[src/rtl/boost_trk_pkg.sv]
package boost_trk_pkg;

    typedef enum logic {
        DIR_DOWN = 1'b0,
        DIR_UP   = 1'b1
    } boost_dir_e;

    typedef enum logic {
        ST_IDLE   = 1'b0,
        ST_DIVIDE = 1'b1
    } trk_state_e;

    typedef struct packed {
        logic above;
        logic below;
    } mon_en_t;

    localparam mon_en_t EN_BOTH = '{above: 1'b1, below: 1'b1};

    // up wins when both pulses are present
    function automatic boost_dir_e pick_dir(input logic up, input logic down);
        if (up)
            return DIR_UP;
        else if (down)
            return DIR_DOWN;
        else
            return DIR_DOWN;
    endfunction

endpackage

[src/rtl/boost_div_const.sv]
module boost_div_const #(
    parameter int DVD_W   = 34,
    parameter int DIVISOR = 100
) (
    input  logic             clk,
    input  logic             rst,
    input  logic             start,
    input  logic [DVD_W-1:0] dividend,
    output logic [DVD_W-1:0] quotient,
    output logic             valid,
    output logic             busy
);
    localparam int REM_W = $clog2(DIVISOR);
    localparam int CNT_W = $clog2(DVD_W + 1);
    localparam int CHK_W = DVD_W + REM_W + 1;
    localparam logic [REM_W:0] DIV_K = (REM_W+1)'(DIVISOR);

    logic [DVD_W-1:0] dvd_q, quo_q, ref_q;
    logic [REM_W-1:0] rem_q, rem_n;
    logic [CNT_W-1:0] cnt_q;
    logic             busy_q, valid_q;
    logic [REM_W:0]   trial, diff;
    logic             ge;

    // one restoring step: bring down the next dividend bit
    always_comb begin
        trial = {rem_q, dvd_q[DVD_W-1]};
        diff  = trial - DIV_K;
        ge    = (trial >= DIV_K);
        rem_n = ge ? diff[REM_W-1:0] : trial[REM_W-1:0];
    end

    always_ff @(posedge clk) begin
        if (rst) begin
            dvd_q   <= '0;
            quo_q   <= '0;
            ref_q   <= '0;
            rem_q   <= '0;
            cnt_q   <= '0;
            busy_q  <= 1'b0;
            valid_q <= 1'b0;
        end else begin
            valid_q <= 1'b0;
            if (start) begin
                dvd_q  <= dividend;
                ref_q  <= dividend;
                quo_q  <= '0;
                rem_q  <= '0;
                cnt_q  <= CNT_W'(DVD_W);
                busy_q <= 1'b1;
            end else if (busy_q) begin
                dvd_q <= {dvd_q[DVD_W-2:0], 1'b0};
                quo_q <= {quo_q[DVD_W-2:0], ge};
                rem_q <= rem_n;
                cnt_q <= cnt_q - CNT_W'(1);
                if (cnt_q == CNT_W'(1)) begin
                    busy_q  <= 1'b0;
                    valid_q <= 1'b1;
                end
            end
        end
    end

    assign quotient = quo_q;
    assign valid    = valid_q;
    assign busy     = busy_q;

    // quotient and remainder reconstruct the captured dividend
    p_div_exact_r1: assert property (@(posedge clk) disable iff (rst)
        valid_q |-> ((CHK_W'(quo_q) * CHK_W'(DIVISOR) + CHK_W'(rem_q)) == CHK_W'(ref_q))
                    && (CHK_W'(rem_q) < CHK_W'(DIVISOR)));

    // a new operation is never launched on top of a running one
    p_no_restart_r8: assert property (@(posedge clk) disable iff (rst)
        start |-> !busy_q);

endmodule

[src/rtl/boost_limit.sv]
module boost_limit
    import boost_trk_pkg::*;
#(
    parameter int FREQ_W = 24,
    parameter int PROD_W = 34,
    parameter int AVG_W  = 32,
    parameter int STEP   = 16000
) (
    input  boost_dir_e        dir,
    input  logic [PROD_W-1:0] scaled,
    input  logic [FREQ_W-1:0] max_khz,
    input  logic [AVG_W-1:0]  avg_count,
    input  logic [AVG_W-1:0]  avg_floor,
    output logic [FREQ_W-1:0] next_boost,
    output mon_en_t           next_en
);
    localparam int SUM_W = PROD_W + 1;
    localparam logic [SUM_W-1:0] STEP_K = SUM_W'(STEP);
    localparam logic [SUM_W-1:0] HALF_K = SUM_W'(STEP / 2);

    logic [SUM_W-1:0] sum_up, wide_dn, wide_max;

    always_comb begin
        sum_up   = {1'b0, scaled} + STEP_K;
        wide_dn  = {1'b0, scaled};
        wide_max = SUM_W'(max_khz);
        next_en  = EN_BOTH;
        if (dir == DIR_UP) begin
            if (sum_up >= wide_max) begin
                next_boost    = max_khz;
                next_en.above = 1'b0;
            end else begin
                next_boost = sum_up[FREQ_W-1:0];
            end
        end else begin
            if (wide_dn < HALF_K) begin
                next_boost    = '0;
                next_en.below = 1'b0;
            end else if (wide_dn > wide_max) begin
                next_boost = max_khz;
            end else begin
                next_boost = wide_dn[FREQ_W-1:0];
            end
        end
        // average-dependency override of the below enable
        if (avg_floor != '0) begin
            if (avg_count >= avg_floor)
                next_en.below = 1'b1;
            else if (next_boost == '0)
                next_en.below = 1'b0;
        end
    end

endmodule

[src/rtl/boost_tracker.sv]
module boost_tracker
    import boost_trk_pkg::*;
#(
    parameter int FREQ_W  = 24,
    parameter int PCT_W   = 10,
    parameter int AVG_W   = 32,
    parameter int STEP    = 16000,
    parameter int DIVISOR = 100
) (
    input  logic              clk,
    input  logic              rst,
    input  logic              up_evt,
    input  logic              down_evt,
    input  logic [PCT_W-1:0]  up_pct,
    input  logic [PCT_W-1:0]  down_pct,
    input  logic [FREQ_W-1:0] max_khz,
    input  logic [AVG_W-1:0]  avg_count,
    input  logic [AVG_W-1:0]  avg_floor,
    output logic [FREQ_W-1:0] boost_khz,
    output logic              above_en,
    output logic              below_en,
    output logic              done
);
    localparam int PROD_W = FREQ_W + PCT_W;
    localparam logic [FREQ_W-1:0] HALF_K = FREQ_W'(STEP / 2);

    trk_state_e        state_q;
    boost_dir_e        dir_q, dir_sel;
    logic [FREQ_W-1:0] boost_q, next_boost;
    mon_en_t           en_q, next_en;
    logic              done_q;
    logic              evt_any, div_start, div_valid, div_busy;
    logic [PCT_W-1:0]  coeff_sel;
    logic [PROD_W-1:0] product, quotient;

    always_comb begin
        evt_any   = up_evt | down_evt;
        dir_sel   = pick_dir(up_evt, down_evt);
        coeff_sel = (dir_sel == DIR_UP) ? up_pct : down_pct;
        product   = PROD_W'(boost_q) * PROD_W'(coeff_sel);
        div_start = (state_q == ST_IDLE) && evt_any;
    end

    boost_div_const #(
        .DVD_W   (PROD_W),
        .DIVISOR (DIVISOR)
    ) i_div (
        .clk      (clk),
        .rst      (rst),
        .start    (div_start),
        .dividend (product),
        .quotient (quotient),
        .valid    (div_valid),
        .busy     (div_busy)
    );

    boost_limit #(
        .FREQ_W (FREQ_W),
        .PROD_W (PROD_W),
        .AVG_W  (AVG_W),
        .STEP   (STEP)
    ) i_limit (
        .dir        (dir_q),
        .scaled     (quotient),
        .max_khz    (max_khz),
        .avg_count  (avg_count),
        .avg_floor  (avg_floor),
        .next_boost (next_boost),
        .next_en    (next_en)
    );

    always_ff @(posedge clk) begin
        if (rst) begin
            state_q <= ST_IDLE;
            dir_q   <= DIR_DOWN;
            boost_q <= '0;
            en_q    <= EN_BOTH;
            done_q  <= 1'b0;
        end else begin
            done_q <= 1'b0;
            case (state_q)
                ST_IDLE: begin
                    if (evt_any) begin
                        dir_q   <= dir_sel;
                        state_q <= ST_DIVIDE;
                    end
                end
                ST_DIVIDE: begin
                    if (div_valid) begin
                        boost_q <= next_boost;
                        en_q    <= next_en;
                        done_q  <= 1'b1;
                        state_q <= ST_IDLE;
                    end
                end
                default: state_q <= ST_IDLE;
            endcase
        end
    end

    assign boost_khz = boost_q;
    assign above_en  = en_q.above;
    assign below_en  = en_q.below;
    assign done      = done_q;

    p_reset_state_r9: assert property (@(posedge clk)
        rst |=> (boost_khz == '0) && above_en && below_en && !done);

    p_done_single_r7: assert property (@(posedge clk) disable iff (rst)
        done |=> !done);

    p_hold_between_r7: assert property (@(posedge clk) disable iff (rst)
        !$stable(boost_khz) |-> done);

    p_ceiling_r2: assert property (@(posedge clk) disable iff (rst)
        done |-> (boost_khz <= max_khz));

    p_snap_gap_r3: assert property (@(posedge clk) disable iff (rst)
        done |-> (boost_khz == '0) || (boost_khz >= HALF_K));

    p_up_keeps_below_r4: assert property (@(posedge clk) disable iff (rst)
        (done && (dir_q == DIR_UP)) |-> below_en);

    p_busy_blocks_r8: assert property (@(posedge clk) disable iff (rst)
        div_busy |-> (state_q == ST_DIVIDE));

endmodule

[config.mk]
export PLATFORM = sky130hd
export DESIGN_NAME = boost_tracker
export DESIGN_NICKNAME = d
export VERILOG_FILES = /design/src/rtl/boost_trk_pkg.sv /design/src/rtl/boost_div_const.sv /design/src/rtl/boost_limit.sv /design/src/rtl/boost_tracker.sv
export SDC_FILE = /design/constraint.sdc
export NUM_CORES = 1
export LEC_CHECK = 0
export BUFFER_PORTS_ARGS = -buffer_cell sky130_fd_sc_hd__buf_2
export CELL_PAD_IN_SITES_DETAIL_PLACEMENT = 2
export CELL_PAD_IN_SITES_GLOBAL_PLACEMENT = 2
export CORE_UTILIZATION = 34
export CTS_CLUSTER_SIZE = 8
export DETAILED_ROUTE_END_ITERATION = 8
export GPL_TIMING_DRIVEN = 0
export PLACE_DENSITY = 0.88
export SYNTH_ARGS = -nofsm -noshare
export SYNTH_HDL_FRONTEND = slang
export SYNTH_SLANG_ARGS = --single-unit
[constraint.sdc]
create_clock -name clk -period 6.8 [get_ports clk]
set_clock_uncertainty 0.15 [all_clocks]
set_input_delay 1.02 -clock clk [delete_from_list [all_inputs] [get_ports clk]]
set_output_delay 1.02 -clock clk [all_outputs]
set_load 0.02 [all_outputs]
==> reports/metrics.yaml, run 1 <==
status: "complete, but fails checks"
violations: "setup timing"
synthToLayoutAreaGrowth_pct: 24.6
post-route-period-util_pct: 115
hpwlAfterDp_microns: 52100
antenna_found_initial: 4
vdd_drop_max_mv: 0.128
power_frac_comb_pct: 26.8
row_count: 76
setup_violations: 20
seq_area_frac_synth_pct: 14.9
cp-start-kind: "input pin"
fin_ws_ns: -1.05
critPathMaxFanout: 10
postSynthAreaPerCell_sq_um: 8.44
r2r_cells: 20
post-place-ws_ns: -1.37
critPathTopFamily: "adder cells"
p_leak_nw: 9.15
tritoncts.num_buffers: 9
ant_nets: 0
register_area_sq_um: 2240
slew_violations: 0
synth.distinct_cells: 78
crit_cells: 22
netSwitchingPower_mw: 0.690
rsz0062_at_grt: "yes"
viasPerCell: 6.35
cts_buffer_depth: 2
crit_buf_inv: 6
final_nets: 2451
cap_violations: 0
power_frac_seq_pct: 38.3
drt_pass1_iterations: 6
cts.sinks: 112
die_area_sq_um: 45000
drt_iter0_drc: 1645
grtUsageTotal_pct: 34.6
worstSetupPathType: "in2reg"
die_x_microns: 212
holdWs_ns: 0.372
slew_headroom_pct: 19.6
slowest_delay_ns: 0.77
yosysWarnings: 0
worstPathCellList: "buf_12, mux2_4, clkbuf_2, and2_1, fa_2, inv_2, fa_2, inv_2, fa_2, fa_1, inv_1, fa_1, inv_2, ha_4, a21o_1, a21oi_2, nand2_1, a21o_1, nand2_2, a211oi_4, or4b_4, a31o_2"
start_util_pct: 34.6
hold_class: "reg2reg"
ios: 139
syn_area_sq_um: 15000
worstMarginPinSlew_ns: 1.21
synth_nets: 2212
grt_max_degree: 22
core_sq_um: 43400
syn_inst: 1779
internal-power_mw: 1.12
worst_ep_arrival_time_ns: 8.02
synthFlopType: "dfxtp_1"
cts_max_level: 3
drc: 0
wl_per_cell_microns: 38.1
swShare_pct: 38.1
final_cell_mix: "inv_1 (202), nand2_1 (155), fa_1 (151), buf_2 (147), ha_1 (129)"
end_kind: "flop"
gp_congestion: 0.924
final_common_cell: "inv_1"
io_buffers: 138
finalPower_mw: 1.81
grt-ovfl-total: 0
cts_tree: "done"
synth_seq_cells: 112
path_clk_slew_ns: 0.10
hold_path_depth: 2
grt_pass1_vias: 17600
critPathSlowestCell: "fa_2"
clkPwrFrac_pct: 34.9
hold_viol_final: 0
drive_gt1_share_pct: 23.5
fillerInstances: 4810
cp.required_ns: 6.97
place_area_sq_um: 16500
fin_crit_ns: 7.85
clock_latency_ns: 0.44
synth_edf_count: 0
postLayoutCellArea_sq_um: 18700
die_h_microns: 212
grt_pass1_wl_microns: 113000
via_count: 16600
wirelength_microns: 99600
p_per_area_nw_per_um2: 96.8
max_freq_ghz: 0.127
cts-root-buf: "clkbuf_16"
multi_input_area_sq_um: 12300
ys_async_sr_fraction_pct: 0
==> cell families after synthesis <==
kind of cell / synth area share, %
mux: 5.76
xor+xnor: 2.97
compound gates: 12.5
buf+inv: 8.85
fa+ha+maj: 35.4
flops: 14.9
simple gates: 19.6
==> final timing paths <==
kind	from	to	slack (ns)
setup reg to reg	boost_khz[14]	i_div.dvd_q[32]	-0.75
setup / recovery	up_evt	i_div.dvd_q[32]	-1.05
hold / removal	i_div.dvd_q[0]	i_div.dvd_q[0]	0.37
hold reg to reg	i_div.dvd_q[0]	i_div.dvd_q[0]	0.37
==> power groups by stage <==
stage | combinational (mW) | sequential (mW) | clock [mW]
2_1_floorplan | 0.185 | 0.699 | 0
3_3_place_gp | 0.310 | 0.702 | 0
3_5_place_dp | 0.336 | 0.704 | 0
4_1_cts | 0.382 | 0.689 | 0.601
5_1_grt | 0.492 | 0.694 | 0.638
6_report | 0.485 | 0.694 | 0.633
==> area by class of cell <==
| type | instances | area share [%] |
|---|---|---|
| Clock buffer | 9 | 1.20 |
| Timing Repair Buffer | 228 | 8.51 |
| Multi-Input combinational cell | 1324 | 65.5 |
| Clock inverter | 7 | 0.401 |
| Sequential cell | 112 | 12.0 |
| Buffer | 104 | 3.72 |
| Tap cell | 585 | 3.91 |
| Antenna cell | 2 | 0.0267 |
| Inverter | 239 | 4.79 |
==> cells in the mapped netlist, types with 4 or more instances <==
library cell / count / share of area [%]
a211oi_1: 50 / 2.5
nand3_1: 25 / 0.83
and2_1: 62 / 2.6
clkbuf_1: 77 / 1.9
nor3_1: 25 / 0.83
o2111ai_1: 4 / 0.23
a31oi_1: 10 / 0.42
ha_1: 147 / 12
fa_1: 174 / 23
o211ai_1: 8 / 0.40
xor2_1: 20 / 1.2
a2111oi_0: 4 / 0.23
nand2b_1: 19 / 0.79
o21ai_0: 53 / 1.8
a22o_1: 6 / 0.35
nand4_1: 23 / 0.96
mux2i_1: 77 / 5.1
or2_2: 4 / 0.17
nor4_1: 20 / 0.83
buf_1: 12 / 0.30
o21ai_1: 5 / 0.17
buf_2: 10 / 0.33
nand2_1: 176 / 4.4
and3_1: 11 / 0.46
mux2_2: 7 / 0.52
inv_1: 239 / 6.0
nor2b_1: 73 / 3.0
a222oi_1: 4 / 0.27
a21o_1: 22 / 1.1
o21a_1: 6 / 0.30
dfxtp_1: 112 / 15
o31a_1: 4 / 0.23
a22oi_1: 7 / 0.35
nor2_1: 127 / 3.2
xnor2_1: 29 / 1.7
a21oi_1: 59 / 2.0
==> worst reg2reg max path: cells and delay by family, from the launching register on <==
family,cells,cell delay (ns)
simple gates,4,1.38
fa+ha+maj,6,3.01
buf+inv,5,1.44
flops,1,0.41
compound gates,5,1.07
==> registers in the layout (all words and copies together), names as in the netlist, 6 cells and up <==
register / cells
boost_khz: 24
i_div.cnt_q: 6
i_div.dvd_q: 34
i_div.quotient: 34
i_div.rem_q: 7
==> metal layers <==
metal | global-route usage (%) | vias up | routed length, microns
met5 | 0 | - | 97
met4 | 25.4 | 8 | 11000
met3 | 8.32 | 638 | 11400
met2 | 60.9 | 1251 | 44600
met1 | 35.7 | 8287 | 32400
li1 | - | 6378 | -
==> through the flow <==
stage / TNS, ns / utilization [%] / cells
after floorplan: 0 / - / 1779
after global placement: -15.97 / 38.1 / 2502
after detailed placement: -21.04 / 38.1 / 2502
after CTS: -0.0221 / 40.7 / 2554
after global routing: -13.02 / 43.1 / 2608
final: -11.63 / 43.2 / 2610
==> timing repair <==
item / CTS / global route
resized for setup: 112 / 202
endpoints found under the setup margin: 21 / 21
cloned: 1 / 3
hold endpoints to repair: 0 / 0
buffers inserted: 35 / 53
hold buffers: 0 / 0
pin swaps: 46 / 137
(Power assumes the default switching activity.)
==> run 2, diff against run 1 <==
--- a/config.mk
+++ b/config.mk
@@ -15,2 +15,3 @@
 export PLACE_DENSITY = 0.88
+export RECOVER_POWER = 50
 export SYNTH_ARGS = -nofsm -noshare
==> constraint.sdc (replaced) <==
create_clock -name clk -period 6.8 [get_ports clk]
set_clock_uncertainty 0.15 [all_clocks]
set_input_delay 0.34 -clock clk [delete_from_list [all_inputs] [get_ports clk]]
set_output_delay 0.34 -clock clk [all_outputs]
set_load 0.02 [all_outputs]
==> reports/metrics.yaml, run 2 (synthesis gave the netlist of run 1 again) <==
hpwlAfterDp_microns: 50000  # -4.2%
fin_crit_ns: 6.88  # -0.973 ns
drt_iter0_drc: 680  # -59%
dp.cells: 2502  # unchanged
post-route-period-util_pct: 101  # -14 points
violations: "setup timing"
final_common_cell: "inv_1"
clock_latency_ns: 0.40  # -0.04 ns
fin_ws_ns: -0.0793  # +0.973 ns
end_kind: "flop"
max_freq_ghz: 0.145  # +14%
grt_pass1_vias: 16100  # -8.5%
slew_violations: 0  # unchanged
final_cells: 2530  # -3.1%
postLayoutCellArea_sq_um: 17000  # -9.2%
cp-start-kind: "input pin"
row_count: 76  # unchanged
synthToLayoutAreaGrowth_pct: 13.1
die_h_microns: 212  # unchanged
p_per_area_nw_per_um2: 95.8  # -1.1%
worstSetupPathType: "in2reg"
path_clk_slew_ns: 0.08  # -0.02 ns
grt_max_degree: 20  # -9.1%
drive_gt1_share_pct: 11.3  # -12 points
post-place-ws_ns: -1.91  # -0.540 ns
drt_pass1_iterations: 9  # +3
start_util_pct: 34.6  # unchanged
utilization_pct: 39.2  # -4.0 points
cts_hold_buffers: 0  # unchanged
holdWs_ns: 0.154  # -0.218 ns
viasPerCell: 5.61  # -12%
cts_tree: "done"
die_x_microns: 212  # unchanged
wirelength_microns: 64000  # -36%
gp_congestion: 0.925  # +0.11%
grt_pass1_wl_microns: 92700  # -18%
hold_class: "in2reg"
grt-ovfl-total: 0  # unchanged
wl_per_cell_microns: 25.3  # -34%
worstMarginPinSlew_ns: 1.07  # -0.134 ns
cp.required_ns: 6.94  # -0.03 ns
cts-root-buf: "clkbuf_16"
cts_max_level: 3  # unchanged
p_leak_nw: 8.50  # -7.2%
finalPower_mw: 1.63  # -10%
die_area_sq_um: 45000  # unchanged
final_nets: 2372  # -3.2%
cts_buffer_depth: 2  # unchanged
hold_viol_final: 0  # unchanged
cap_violations: 0  # unchanged
io_buffers: 138  # unchanged
place_area_sq_um: 16400  # -0.35%
critPathMaxFanout: 10  # unchanged
worst_ep_arrival_time_ns: 7.02  # -1.00 ns
slew_headroom_pct: 28.6  # +8.9 points
tritoncts.num_buffers: 9  # unchanged
via_count: 14200  # -14%
reg2reg_setup_slack_ns: -0.05  # +0.70 ns
ios: 139  # unchanged
drc: 0  # unchanged
vdd_drop_max_mv: 0.130  # +1.5%
final_cell_mix: "inv_1 (239), nand2_1 (176), fa_1 (174), ha_1 (147), nor2_1 (127)"
status: "complete, but fails checks"
cts.sinks: 112  # unchanged
core_sq_um: 43400  # unchanged
ant_nets: 0  # unchanged
antenna_found_initial: 2  # -2
setup_violations: 3  # -85%
tns_ns: -0.128  # +11.50 ns
grtUsageTotal_pct: 27.3  # -7.2 points
-- run 2: cell types whose count changed in the layout (fill, tap and decap cells not counted), moves of 15 or more --
| cell | delta |
|---|---|
| clkbuf_2 | +15 |
| inv_2 | -37 |
| nor2b_1 | +15 |
| fa_1 | +23 |
| clkbuf_1 | +24 |
| buf_2 | -24 |
| nand2_1 | +21 |
| ha_4 | -16 |
| fa_2 | -23 |
| buf_4 | -54 |
| ha_1 | +18 |
| inv_1 | +37 |
-- run 2: final cells by class --
| cell class | instances | area (sq um) |
|---|---|---|
| Fill cell | 4964 | 26400 |
| Multi-Input combinational cell | 1324 | 11500 |
| Sequential cell | 112 | 2240 |
| Inverter | 239 | 897 |
| Timing Repair Buffer | 149 | 743 |
| Tap cell | 585 | 732 |
| Buffer | 104 | 532 |
| Clock buffer | 9 | 225 |
| Clock inverter | 6 | 81.3 |
| Antenna cell | 2 | 5.00 |
-- run 2: where the power goes --
part	internal [mW]	switching [mW]	leakage (nW)
clock	0.291	0.291	0.149
sequential	0.675	0.0151	0.910
combinational	0.125	0.230	7.44
total	1.09	0.537	8.50
-- run 2: critical path: stages --
cell and delay (ns):
clkbuf_4 0.19, buf_12 0.18, mux2_4 0.38, clkbuf_4 0.25
nand2_1 0.14, fa_1 0.43, inv_1 0.14, fa_1 0.49
fa_1 0.52, fa_1 0.58, inv_1 0.06, fa_1 0.53
inv_1 0.05, ha_1 0.38, a21o_1 0.27, a21oi_2 0.21
nand2b_1 0.09, o211ai_1 0.28, nand4_1 0.20, a21o_1 0.24
nand2_1 0.11, a211oi_1 0.15, or4b_1 0.54, a31o_2 0.25
-- run 2: what timing repair did --
action                     in CTS  in global routing
setup endpoints to repair      24                  9
gates cloned                    0                  0
resized for setup              55                 21
buffers inserted                4                  7
pin swaps                       1                  4
-- run 2: worst paths after layout --
kind	startpoint	endpoint	cells past startpoint
worst max-delay path	up_evt	i_div.dvd_q[32]	24
worst min-delay path	down_evt	state_q	2
worst max register to register	boost_khz[10]	i_div.dvd_q[20]	22
worst min register to register	i_div.rem_q[6]	i_div.rem_q[6]	2
-- run 2: per-layer routing --
layer | up-vias | part of all wire (%) | GRT usage (%)
li1 | 6222 | - | -
met1 | 7332 | 38 | 30.6
met2 | 463 | 53 | 51.3
met3 | 170 | 4.1 | 3.44
met4 | 0 | 4.8 | 12.0
met5 | - | 0 | 0
